### src/rtl/vefc_pkg.sv
package vefc_pkg;
   localparam int unsigned NUM_CLS  = 12;
   localparam int unsigned LOCK_IDX = 4;

   typedef enum int unsigned {
      CLS_NO_PROT   = 0,
      CLS_FORMAT    = 1,
      CLS_FULL_CRC  = 2,
      CLS_ACT_CRC   = 3,
      CLS_LOCK      = 4,
      CLS_ANC_Y     = 5,
      CLS_ANC_C     = 6,
      CLS_LCRC_Y    = 7,
      CLS_LCRC_C    = 8,
      CLS_LINE_NUM  = 9,
      CLS_SAV       = 10,
      CLS_EAV       = 11
   } err_cls_e;

   // classes meaningful only in high-definition formats
   localparam logic [NUM_CLS-1:0] HD_ONLY_MASK =
      (NUM_CLS'(1) << CLS_ANC_Y)  | (NUM_CLS'(1) << CLS_LCRC_Y) |
      (NUM_CLS'(1) << CLS_LCRC_C) | (NUM_CLS'(1) << CLS_LINE_NUM);
endpackage

### src/rtl/vefc_class_filter.sv
module vefc_class_filter #(
   parameter int unsigned            N       = 12,
   parameter logic [N-1:0]           HD_ONLY = '0
) (
   input  logic [N-1:0] raw_i,
   input  logic         hd_i,
   output logic [N-1:0] valid_o
);
   if (N < 1) begin : g_bad_n
      $error("vefc_class_filter: N must be at least 1");
   end

   for (genvar i = 0; i < N; i++) begin : g_cls
      if (HD_ONLY[i]) begin : g_hd
         assign valid_o[i] = raw_i[i] & hd_i;
      end else begin : g_any
         assign valid_o[i] = raw_i[i];
      end
   end
endmodule

### src/rtl/vefc_loss_timer.sv
module vefc_loss_timer #(
   parameter int unsigned TIMEOUT_CYC = 1000000,
   parameter int unsigned TICK_CYC    = 440000
) (
   input  logic clk,
   input  logic rst_n,
   input  logic strobe_i,
   output logic lost_o,
   output logic tick_o
);
   localparam int unsigned SW = $clog2(TIMEOUT_CYC + 1);
   localparam int unsigned TW = $clog2(TICK_CYC + 1);

   if (TIMEOUT_CYC < 2) begin : g_bad_to
      $error("vefc_loss_timer: TIMEOUT_CYC must be at least 2");
   end
   if (TICK_CYC < 2) begin : g_bad_tk
      $error("vefc_loss_timer: TICK_CYC must be at least 2");
   end

   logic [SW-1:0] silence_q;
   logic [TW-1:0] tick_q;
   logic          lost_q;

   assign tick_o = lost_q && (tick_q == TW'(TICK_CYC - 1));
   assign lost_o = lost_q;

   always_ff @(posedge clk or negedge rst_n) begin
      if (!rst_n) begin
         silence_q <= '0;
         lost_q    <= 1'b0;
      end else if (strobe_i) begin
         silence_q <= '0;
         lost_q    <= 1'b0;
      end else if (!lost_q) begin
         silence_q <= silence_q + SW'(1);
         if (silence_q == SW'(TIMEOUT_CYC - 1)) lost_q <= 1'b1;
      end
   end

   always_ff @(posedge clk or negedge rst_n) begin
      if (!rst_n)                tick_q <= '0;
      else if (!lost_q || tick_o) tick_q <= '0;
      else                       tick_q <= tick_q + TW'(1);
   end


   strobe_ends_loss_chk: assert property (@(posedge clk) disable iff (!rst_n)
      strobe_i |=> !lost_o);

   tick_needs_loss_chk: assert property (@(posedge clk) disable iff (!rst_n)
      tick_o |-> $past(lost_o));
endmodule

### src/rtl/vefc_sat_counter.sv
module vefc_sat_counter #(
   parameter int unsigned W        = 32,
   parameter bit          SATURATE = 1'b1
) (
   input  logic         clk,
   input  logic         rst_n,
   input  logic         clr_i,
   input  logic         inc_i,
   output logic [W-1:0] cnt_o
);
   localparam logic [W-1:0] CNT_MAX = {W{1'b1}};

   if (W < 2) begin : g_bad_w
      $error("vefc_sat_counter: W must be at least 2");
   end

   logic [W-1:0] cnt_q, cnt_inc;

   if (SATURATE) begin : g_sat
      assign cnt_inc = (cnt_q == CNT_MAX) ? cnt_q : cnt_q + W'(1);
   end else begin : g_wrap
      assign cnt_inc = cnt_q + W'(1);
   end

   always_ff @(posedge clk or negedge rst_n) begin
      if (!rst_n)     cnt_q <= '0;
      else if (clr_i) cnt_q <= '0;
      else if (inc_i) cnt_q <= cnt_inc;
   end

   assign cnt_o = cnt_q;


   clear_zeroes_chk: assert property (@(posedge clk) disable iff (!rst_n)
      clr_i |=> (cnt_o == '0));

   single_step_chk: assert property (@(posedge clk) disable iff (!rst_n)
      !clr_i |=> (cnt_o - $past(cnt_o)) <= W'(1));

   no_overflow_chk: assert property (@(posedge clk) disable iff (!rst_n)
      (SATURATE && !clr_i && cnt_o == CNT_MAX) |=> (cnt_o == CNT_MAX));
endmodule

### src/rtl/vid_err_field_counter.sv
module vid_err_field_counter
   import vefc_pkg::*;
#(
   parameter int unsigned CNT_W       = 32,
   parameter int unsigned TIMEOUT_CYC = 1000000,
   parameter int unsigned TICK_CYC    = 440000,
   parameter bit          SATURATE    = 1'b1
) (
   input  logic                 clk,
   input  logic                 rst_n,
   input  logic [NUM_CLS-1:0]   err_pulse,
   input  logic                 field_strobe,
   input  logic                 hd_mode,
   input  logic [NUM_CLS-1:0]   count_en,
   input  logic                 hold_en,
   input  logic                 cnt_clear,
   output logic [NUM_CLS-1:0]   err_bits,
   output logic [CNT_W-1:0]     err_count
);
   localparam logic [NUM_CLS-1:0] LOCK_BIT = NUM_CLS'(1) << LOCK_IDX;

   if (LOCK_IDX >= NUM_CLS) begin : g_bad_lock
      $error("vid_err_field_counter: loss-of-lock index outside vector");
   end

   logic [NUM_CLS-1:0] cur_err, acc_q, bits_q, closing;
   logic               tick, lost, boundary, hit;

   vefc_class_filter #(.N(NUM_CLS), .HD_ONLY(HD_ONLY_MASK)) u_filter (
      .raw_i   (err_pulse),
      .hd_i    (hd_mode),
      .valid_o (cur_err)
   );

   vefc_loss_timer #(.TIMEOUT_CYC(TIMEOUT_CYC), .TICK_CYC(TICK_CYC)) u_loss (
      .clk      (clk),
      .rst_n    (rst_n),
      .strobe_i (field_strobe),
      .lost_o   (lost),
      .tick_o   (tick)
   );

   assign boundary = field_strobe | tick;
   assign closing  = acc_q | cur_err | (tick ? LOCK_BIT : '0);
   assign hit      = boundary && !cnt_clear && |(closing & count_en);

   always_ff @(posedge clk or negedge rst_n) begin
      if (!rst_n) begin
         acc_q  <= '0;
         bits_q <= '0;
      end else if (cnt_clear) begin
         acc_q  <= '0;
         bits_q <= '0;
      end else if (boundary) begin
         acc_q  <= '0;
         bits_q <= hold_en ? (bits_q | closing) : closing;
      end else begin
         acc_q  <= acc_q | cur_err;
      end
   end

   assign err_bits = bits_q;

   vefc_sat_counter #(.W(CNT_W), .SATURATE(SATURATE)) u_cnt (
      .clk   (clk),
      .rst_n (rst_n),
      .clr_i (cnt_clear),
      .inc_i (hit),
      .cnt_o (err_count)
   );


   bits_stable_chk: assert property (@(posedge clk) disable iff (!rst_n)
      (!boundary && !cnt_clear) |=> $stable(err_bits));

   count_stable_chk: assert property (@(posedge clk) disable iff (!rst_n)
      (!boundary && !cnt_clear) |=> $stable(err_count));

   hold_keeps_bits_chk: assert property (@(posedge clk) disable iff (!rst_n)
      (hold_en && !cnt_clear) |=> ((err_bits & $past(err_bits)) == $past(err_bits)));

   tick_flags_lock_chk: assert property (@(posedge clk) disable iff (!rst_n)
      (tick && !cnt_clear) |=> err_bits[LOCK_IDX]);
endmodule

### config.mk
export PLATFORM = sky130hd
export DESIGN_NAME = vid_err_field_counter
export DESIGN_NICKNAME = d
export VERILOG_FILES = /design/src/rtl/vefc_pkg.sv /design/src/rtl/vefc_class_filter.sv /design/src/rtl/vefc_loss_timer.sv /design/src/rtl/vefc_sat_counter.sv /design/src/rtl/vid_err_field_counter.sv
export SDC_FILE = /design/constraint.sdc
export NUM_CORES = 1
export LEC_CHECK = 0
export BUFFER_PORTS_ARGS = -buffer_cell sky130_fd_sc_hd__clkbuf_2
export CORE_MARGIN = 2
export CORE_UTILIZATION = 39
export DETAILED_ROUTE_END_ITERATION = 10
export PLACE_DENSITY = 0.64
export SLEW_MARGIN = 40
export SYNTH_ARGS = -nofsm -noshare
export SYNTH_HDL_FRONTEND = slang
export SYNTH_HIERARCHICAL = 1
export SYNTH_SLANG_ARGS = --single-unit
### constraint.sdc
create_clock -name clk -period 8.3 [get_ports clk]
set_input_delay 0.83 -clock clk [delete_from_list [all_inputs] [get_ports clk]]
set_output_delay 0.83 -clock clk [all_outputs]
set_load 0.005 [all_outputs]
# After elaboration in Yosys (flattened, before gate mapping)

Cells that the tools add are included.

Multiplexer cells: 15
Reductions and logical operators: 10
$add $sub $neg: 3
Magnitude comparators: 0
Bitwise gates (word level): 9
$mul: 0
Equal/unequal tests: 5
Shift-type cells: 0
Div/mod/pow operators: 0

Operators by type and width:

| kind                  | number |
|---|---|
| $mux 32               | 3 |
| $mux 12               | 5 |
| $mux 20               | 2 |
| $add 32x1->32 const B | 1 |
| $eq 32x32->1 const B  | 1 |
| $or 12x12->12         | 2 |
| $add 20x1->20 const B | 1 |
| $eq 20x20->1 const B  | 1 |
| $add 19x1->19 const B | 1 |
| $eq 19x19->1 const B  | 1 |
| $mux 19               | 1 |
| $and 12x12->12        | 1 |
| $or 12x5->12          | 1 |
| $reduce_or 12->1      | 1 |
| $mux 5                | 1 |
| $and 1x1->1           | 4 |
| $ne 2x2->1 const B    | 2 |
| $reduce_bool 2->1     | 2 |
| $logic_and 1x1->1     | 3 |
| $mux 1                | 3 |
| $logic_not 1->1       | 2 |
| $reduce_and 2->1      | 1 |
| $logic_or 1x1->1      | 1 |
| $or 1x1->1            | 1 |

Word-level logic and storage cells: 48
Register bits: 96
Input port bits: 30
Bits in writable memories: 0
Bits in read-only memories: 0
Latch bits: 0
Output and inout port bits: 44
Memories kept: 0

# Logic depth before layout (Yosys ltp)

Gate-level depths: netlist (run 1).

Depth in word-level cells: 9
Depth in mapped cells: 16
Mapped depth without buffers: 13

# Cells and area by module

Netlist (run 1), hierarchy kept.

Modules (own cells, without submodules):

| module                | cells an instance | area each (µm²) | instances | seq. area each (µm²) |
|---|---|---|---|---|
| vefc_loss_timer       | 213               | 2055.7          | 1         | 1001.0 |
| vefc_sat_counter      | 200               | 1810.5          | 1         | 800.8 |
| vid_err_field_counter | 86                | 955.9           | 1         | 600.6 |
| vefc_class_filter     | 12                | 85.1            | 1         | 0.0 |

# Least setup slack after synthesis (run 1)

No wires, ideal clock.

Path kind: reg2reg
From: register u_loss.tick_q[0]
To: register u_cnt.cnt_q[27], in the netlist u_cnt/cnt_o[27]
Clock period less this slack: 3.714 ns
Required time: 8.222 ns
Setup slack: 4.586 ns
Library setup time: 0.078 ns
Stages on the path, launching flop included: 17
Path buffers: 3
Data arrival time: 3.636 ns
Cells stage by stage: dfrtp_1 ha_1 and2_1 nand2_1 or4_1 nor2_1 nor2_1 or2_4 buf_6 a31oi_1 buf_4 nand4_2 nor4_4 nand4_2 buf_6 or4_1 a21oi_1

Cells in the longest elaborated chain, start to end: 9
Elaborated cells between the ends (all ways): 11
Classes of those cells: 1 x eq/ne; 1 x mux; 3 x bitwise; 6 x reduce/logical

RTL lines:

| what                          | line                        | source |
|---|---|---|
| from (decl)                   | vefc_loss_timer.sv:22       | `logic [TW-1:0] tick_q;` |
| from (signal assigned)        | vefc_loss_timer.sv:44       | `else tick_q <= tick_q + TW'(1);` |
| $eq 19x19->1 *                | vefc_loss_timer.sv:25       | `assign tick_o = lost_q && (tick_q == TW'(TICK_CYC - 1));` |
| $logic_and 1x1->1 *           | vefc_loss_timer.sv:25       |  |
| net tick                      | vid_err_field_counter.sv:27 | `logic tick, lost, boundary, hit;` |
| $mux 5                        | vid_err_field_counter.sv:44 | `assign closing = acc_q \| cur_err \| (tick ? LOCK_BIT : '0);` |
| $or 12x5->12                  | vid_err_field_counter.sv:44 |  |
| $and 12x12->12                | vid_err_field_counter.sv:45 | `assign hit = boundary && !cnt_clear && \|(closing & count_en);` |
| $reduce_or 12->1              | vid_err_field_counter.sv:45 |  |
| $logic_and 1x1->1 *           | vid_err_field_counter.sv:45 |  |
| net hit                       | vid_err_field_counter.sv:27 |  |
| $reduce_bool 2->1 (no line) * | --                          |  |
| $reduce_and 2->1 (no line) *  | --                          |  |
| to (signal assigned)          | vefc_sat_counter.sv:28      | `else if (inc_i) cnt_q <= cnt_inc;` |
| to (decl)                     | vefc_sat_counter.sv:17      | `logic [W-1:0] cnt_q, cnt_inc;` |

Mark *: on every way through the listed nets, which the timed path passes. The rest lies on a longest branch.
A chain may end at the register's enable or synchronous reset.

# Worst setup path after layout (run 1)

Ends and elaborated chain as after synthesis.

==> flow_metrics.tcl, run 1 <==
set metrics [dict create \
    synth_top_area_share_pct 49.0 \
    drive_above_1_share_pct 19.0 \
    drt-total-wl_um 10800 \
    antenna_found_initial 0 \
    place.gp.congestion 0.780 \
    ios 74 \
    cp-end-kind "flop" \
    maxSlewViolCount 0 \
    vias_per_cell 5.44 \
    synth_compound_area_share_pct 13.0 \
    clock_skew_ns 0.00942 \
    ir_drop_mv 0.0781 \
    grt_overflow 0 \
    critPathArrivalTime_ns 4.83 \
    grt_setup_unrepaired "false" \
    clockRootBuffer "clkbuf_16" \
    cap_violations 0 \
    core_area_mm2 0.0122 \
    finalSetupViolations 0 \
    mostFrequentLayoutCells "96 x dfrtp_1, 72 x clkbuf_2, 68 x nor2_1" \
    final_core_util_pct 46.3 \
    hold_violations 0 \
    synth.lib_cells_used.distinct 50 \
    ant_nets 0 \
    synthAdderAreaFrac_pct 0.765 \
    start_kind "flop" \
    clk_latency_ns 0.36 \
    cts_hold_buf 0 \
    fmax_ghz 0.219 \
    vias 4038 \
    htreeDepth 3 \
    cp_max_fo 13 \
    firstDrtPassIters 4 \
    die_h_um 116 \
    synth_top_family_by_area "simple AND/OR/NAND/NOR gates" \
    p_total_mw 0.935 \
    synthesis.nets 544 \
    worstSetupPathType "reg2reg" \
    synth_edf_count 0 \
    netlist_area_mm2 0.00491 \
    grt_pass1_wl_um 18400 \
    post-cts-setup-buffers 0 \
    tritoncts "done" \
    grt_use_total_pct 17.2 \
    synth_xor_area_share_pct 4.82 \
    grt_max_degree 69 \
    start_util_pct 40.3 \
    syn_avg_cell_area_um2 9.60 \
    synthSimpleGateAreaFrac_pct 26.7 \
    final_common_cell "dfrtp_1" \
    fin_crit_ns 4.57 \
    preCtsSetupSlack_ns 3.81 \
    synthMuxAreaShare_pct 1.10 \
    powerDensity_mw_per_mm2 166 \
    die_w_um 116 \
    wire_per_inst_um 14.5 \
    p_leak_nw 2.32 \
    ys_warn_count 6 \
    hpwl_um 7620 \
    synth_ff_type "dfrtp_1" \
    finalSetupTns_ns 0 \
    clk_pin_slew_ns 0.07 \
    drc 0 \
    io_buffer_count 73 \
    ys_ff_latch 96 \
    numCtsBuffers 9 \
    ys_top_cells_by_area "dfrtp_1 49%, nor2_1 5.3%, a21oi_1 3.5%" \
    drtIter0Drc 268 \
    syn_inst 511 \
    cts.repair.resized 0 \
    async_flop_share_pct 100 \
    worstMarginPinSlew_ns 0.808 \
    clockBufferDepth 2 \
    ys_seq_area_share_pct 49.0 \
    synth_area_leader_cell "dfrtp_1" \
    fin_nets 602 \
    cts_sinks 96 \
    syn_to_final_growth_pct 14.9 \
    setup_slack_ns 3.73 \
    status "complete, no violations" \
    dieArea_mm2 0.0135 \
    holdCritPathClass "in2async" \
    rows 40 \
    insertedDiodeCount 0 \
    period_share_pct 55.1 \
    worstPathRequired_ns 8.56 \
    grt_pass1_vias 3822 \
    max_slew_margin_pct 46.1 \
]
## per-layer routing
metal / track usage (%) / up-vias / part of all wire [%]
li1: - / 1986 / -
met1: 22.8 / 1950 / 46
met2: 26.8 / 89 / 47
met3: 3.89 / 13 / 5.2
met4: 8.17 / 0 / 2.2
met5: 0 / - / 0
## cell type report
class,instances,area (µm²)
Clock buffer,9,225
Clock inverter,7,61.3
Fill cell,1157,6530
Inverter,11,41.3
Multi-Input combinational cell,376,2310
Sequential cell,96,2400
Tap cell,168,210
Timing Repair Buffer,75,387
## worst max-delay path, stage by stage, from the launching register on
cell and delay, ns:
dfrtp_1 0.36, ha_1 0.23, and2_1 0.23, nand2_1 0.16, or4_1 0.58, nor2_1 0.19, nor2_1 0.09, or2_4 0.32
a31oi_1 0.61, nand4_2 0.27, nor4_4 0.41, nand4_2 0.31, or4_1 0.54, a21oi_1 0.16
## final timing paths
kind / end / cells after the start / from / slack (ns)
worst max-delay path: u_cnt/cnt_o[27] / 13 / u_loss/tick_q[0] / 3.73
worst min-delay path: u_loss/silence_q[1] / 1 / rst_n / 0.39
worst max register to register: u_cnt/cnt_o[27] / 13 / u_loss/tick_q[0] / 3.73
worst min register to register: u_loss/tick_q[0] / 1 / u_loss/tick_q[0] / 0.45
max in group asynchronous: u_cnt/cnt_o[18] / 2 / rst_n / 6.98
min in group clk: u_loss/tick_q[0] / 1 / u_loss/tick_q[0] / 0.45
## report_power, final
group          switching, mW  total, mW  internal (mW)
combinational         0.0316     0.0499         0.0183
sequential           0.00585      0.482          0.476
clock                  0.193      0.403          0.210
## cells by family after synthesis
logic type	count (synthesis)
buffers and inverters	39
multiplexers	5
AND/OR/NAND/NOR	237
flip-flops	96
AO/OA/AOI/OAI	104
adder cells (fa/ha/maj)	3
XOR/XNOR	27
## flip-flops by register name, indices dropped and copies added (netlist names)
| signal | flops |
|---|---|
| u_cnt/cnt_o | 32 |
| u_loss/silence_q | 20 |
| u_loss/tick_q | 19 |
| acc_q | 12 |
| err_bits | 12 |
| u_loss/lost_o | 1 |
## metrics by stage
stage               hold slack (ns)  cell area (µm²)  cells
floorplan                     0.424             4910    511
global placement              0.436             5320    726
detailed placement            0.443             5340    726
CTS                           0.401             5620    742
global route                  0.419             5640    742
finish                        0.393             5640    742
## Yosys cell counts, drive strengths merged, types with 2 or more instances
cell     instances
dfrtp           96
nor2            70
a21oi           34
o21ai           33
nand2           31
nand3           23
nand4           22
or3             22
buf             18
or4             18
xnor2           16
nor4            13
o2bb2ai         12
o31ai           12
inv             11
xor2            11
clkbuf          10
and3             7
and2             6
and4             6
nor2b            6
nor3             6
a31oi            4
a311oi           3
ha               3
mux2             3
mux2i            2
or2              2
No activity file was read; power rests on OpenSTA's default activity.
==> run 2, diff against run 1 <==
Clock period 8.3 ns to 4.4 ns, I/O delays scaled along.
==> flow_metrics.tcl, run 2 (synthesis gave the netlist of run 1 again) <==
set metrics [dict create \
    status "complete, no violations" \
    grt_max_degree 65 \
    drt-total-wl_um 11200 \
    vias 4082 \
    io_buffer_count 73 \
    hold_ws_ns 0.0688 \
    worstSetupPathType "reg2reg" \
    hold_violations 0 \
    max_slew_margin_pct 53.1 \
    p_leak_nw 2.35 \
    largest_register_ffs 32 \
    post-cts-setup-buffers 0 \
    nFillCells 1180 \
    die_h_um 116 \
    finalSetupTns_ns 0 \
    grt_pass1_vias 3822 \
    cp-end-kind "flop" \
    clk_latency_ns 0.35 \
    fmax_ghz 0.247 \
    worstPathRequired_ns 4.68 \
    fin_nets 605 \
    cp-startpoint "u_loss/tick_q[0]" \
    p_total_mw 1.85 \
    tritoncts "done" \
    final_common_cell "dfrtp_1" \
    multi_input_area_mm2 0.00230 \
    clk_pin_slew_ns 0.07 \
    seqCellArea_mm2 0.00240 \
    mostFrequentLayoutCells "96 x dfrtp_1, 72 x clkbuf_2, 68 x nor2_1" \
    ir_drop_mv 0.185 \
    start_util_pct 40.3 \
    drtIter0Drc 286 \
    syn_to_final_growth_pct 15.8 \
    start_kind "flop" \
    holdCritPathClass "in2async" \
    grt_setup_unrepaired "false" \
    grt_overflow 0 \
    powerDensity_mw_per_mm2 326 \
    grt_pass1_wl_um 18800 \
    cts_sinks 96 \
    htreeDepth 3 \
    finalSetupViolations 0 \
    rr_startpoint "u_loss/tick_q[0]" \
    r2r_slack_ns 0.35 \
    critPathArrivalTime_ns 4.33 \
    grt_use_total_pct 17.7 \
    cap_violations 0 \
    crit_path_end "u_cnt/cnt_o[31]" \
    drc 0 \
    core_area_mm2 0.0122 \
    dieArea_mm2 0.0135 \
    cp_max_fo 13 \
    insertedDiodeCount 0 \
    firstDrtPassIters 4 \
    ant_nets 0 \
    maxSlewViolCount 0 \
    period_share_pct 92.1 \
    numCtsBuffers 9 \
    place.gp.congestion 0.832 \
    reg2reg_depth 13 \
    vias_per_cell 5.48 \
    clock_skew_ns 0.00880 \
    wire_per_inst_um 15.0 \
    die_w_um 116 \
    cts.repair.resized 0 \
    fin_crit_ns 4.05 \
    rows 40 \
    drive_above_1_share_pct 19.2 \
    ios 74 \
    clockRootBuffer "clkbuf_16" \
    hpwl_um 7920 \
    antenna_found_initial 0 \
    worstMarginPinSlew_ns 0.696 \
    timing.rr.end "u_cnt/cnt_o[31]" \
    cts_hold_buf 0 \
    clockBufferDepth 2 \
]
run 2: metrics by stage:
stage | cells | instance area (µm²) | util [%] | setup WS [ns]
finish | 745 | 5680 | 46.7 | 0.345
global placement | 729 | 5340 | 43.9 | 0.514
detailed placement | 729 | 5350 | 44.0 | 0.316
global route | 745 | 5680 | 46.7 | 0.0363
floorplan | 511 | 4910 | - | 0.686
CTS | 745 | 5670 | 46.6 | 0.310
run 2: worst max-delay path, stage by stage (launching register included):
cell,delay [ns]
dfrtp_1,0.36
ha_1,0.23
and2_1,0.24
nand2_1,0.13
or4_1,0.56
nor2_1,0.19
nor2_1,0.09
or2_4,0.30
a31oi_1,0.27
nand4_2,0.21
nor4_4,0.38
nand4_2,0.30
or4_1,0.54
a21oi_1,0.16
run 2: worst min path at each step:
stage	startpoint	to	slack, ns	cells after the start
after CTS	rst_n	acc_q[4]	0.22	1
after global placement	u_loss/tick_q[0]	u_loss/tick_q[0]	0.44	1
after detailed placement	u_loss/tick_q[0]	u_loss/tick_q[0]	0.44	1
final	rst_n	acc_q[0]	0.07	1
after global routing	rst_n	acc_q[4]	0.12	1
after floorplan	rst_n	acc_q[0]	0.14	0
run 2: per-layer routing:
metal	vias to the layer above	GRT usage (%)	share of wire, %
met5	-	0	0
met4	0	6.90	1.5
met3	12	4.00	5.6
met2	100	27.5	47
met1	1986	24.4	46
li1	1984	-	-
run 2: layout make-up:
| class | instances | area share [%] |
|---|---|---|
| Clock buffer | 11 | 4.27 |
| Tap cell | 168 | 3.70 |
| Timing Repair Buffer | 78 | 7.20 |
| Multi-Input combinational cell | 376 | 40.4 |
| Inverter | 11 | 0.726 |
| Sequential cell | 96 | 42.3 |
| Clock inverter | 5 | 1.41 |
run 2: where the power goes:
part / total, mW / internal, mW / switching [mW]
clock network: 0.845 / 0.513 / 0.333
logic: 0.0967 / 0.0365 / 0.0602
registers: 0.910 / 0.898 / 0.0115
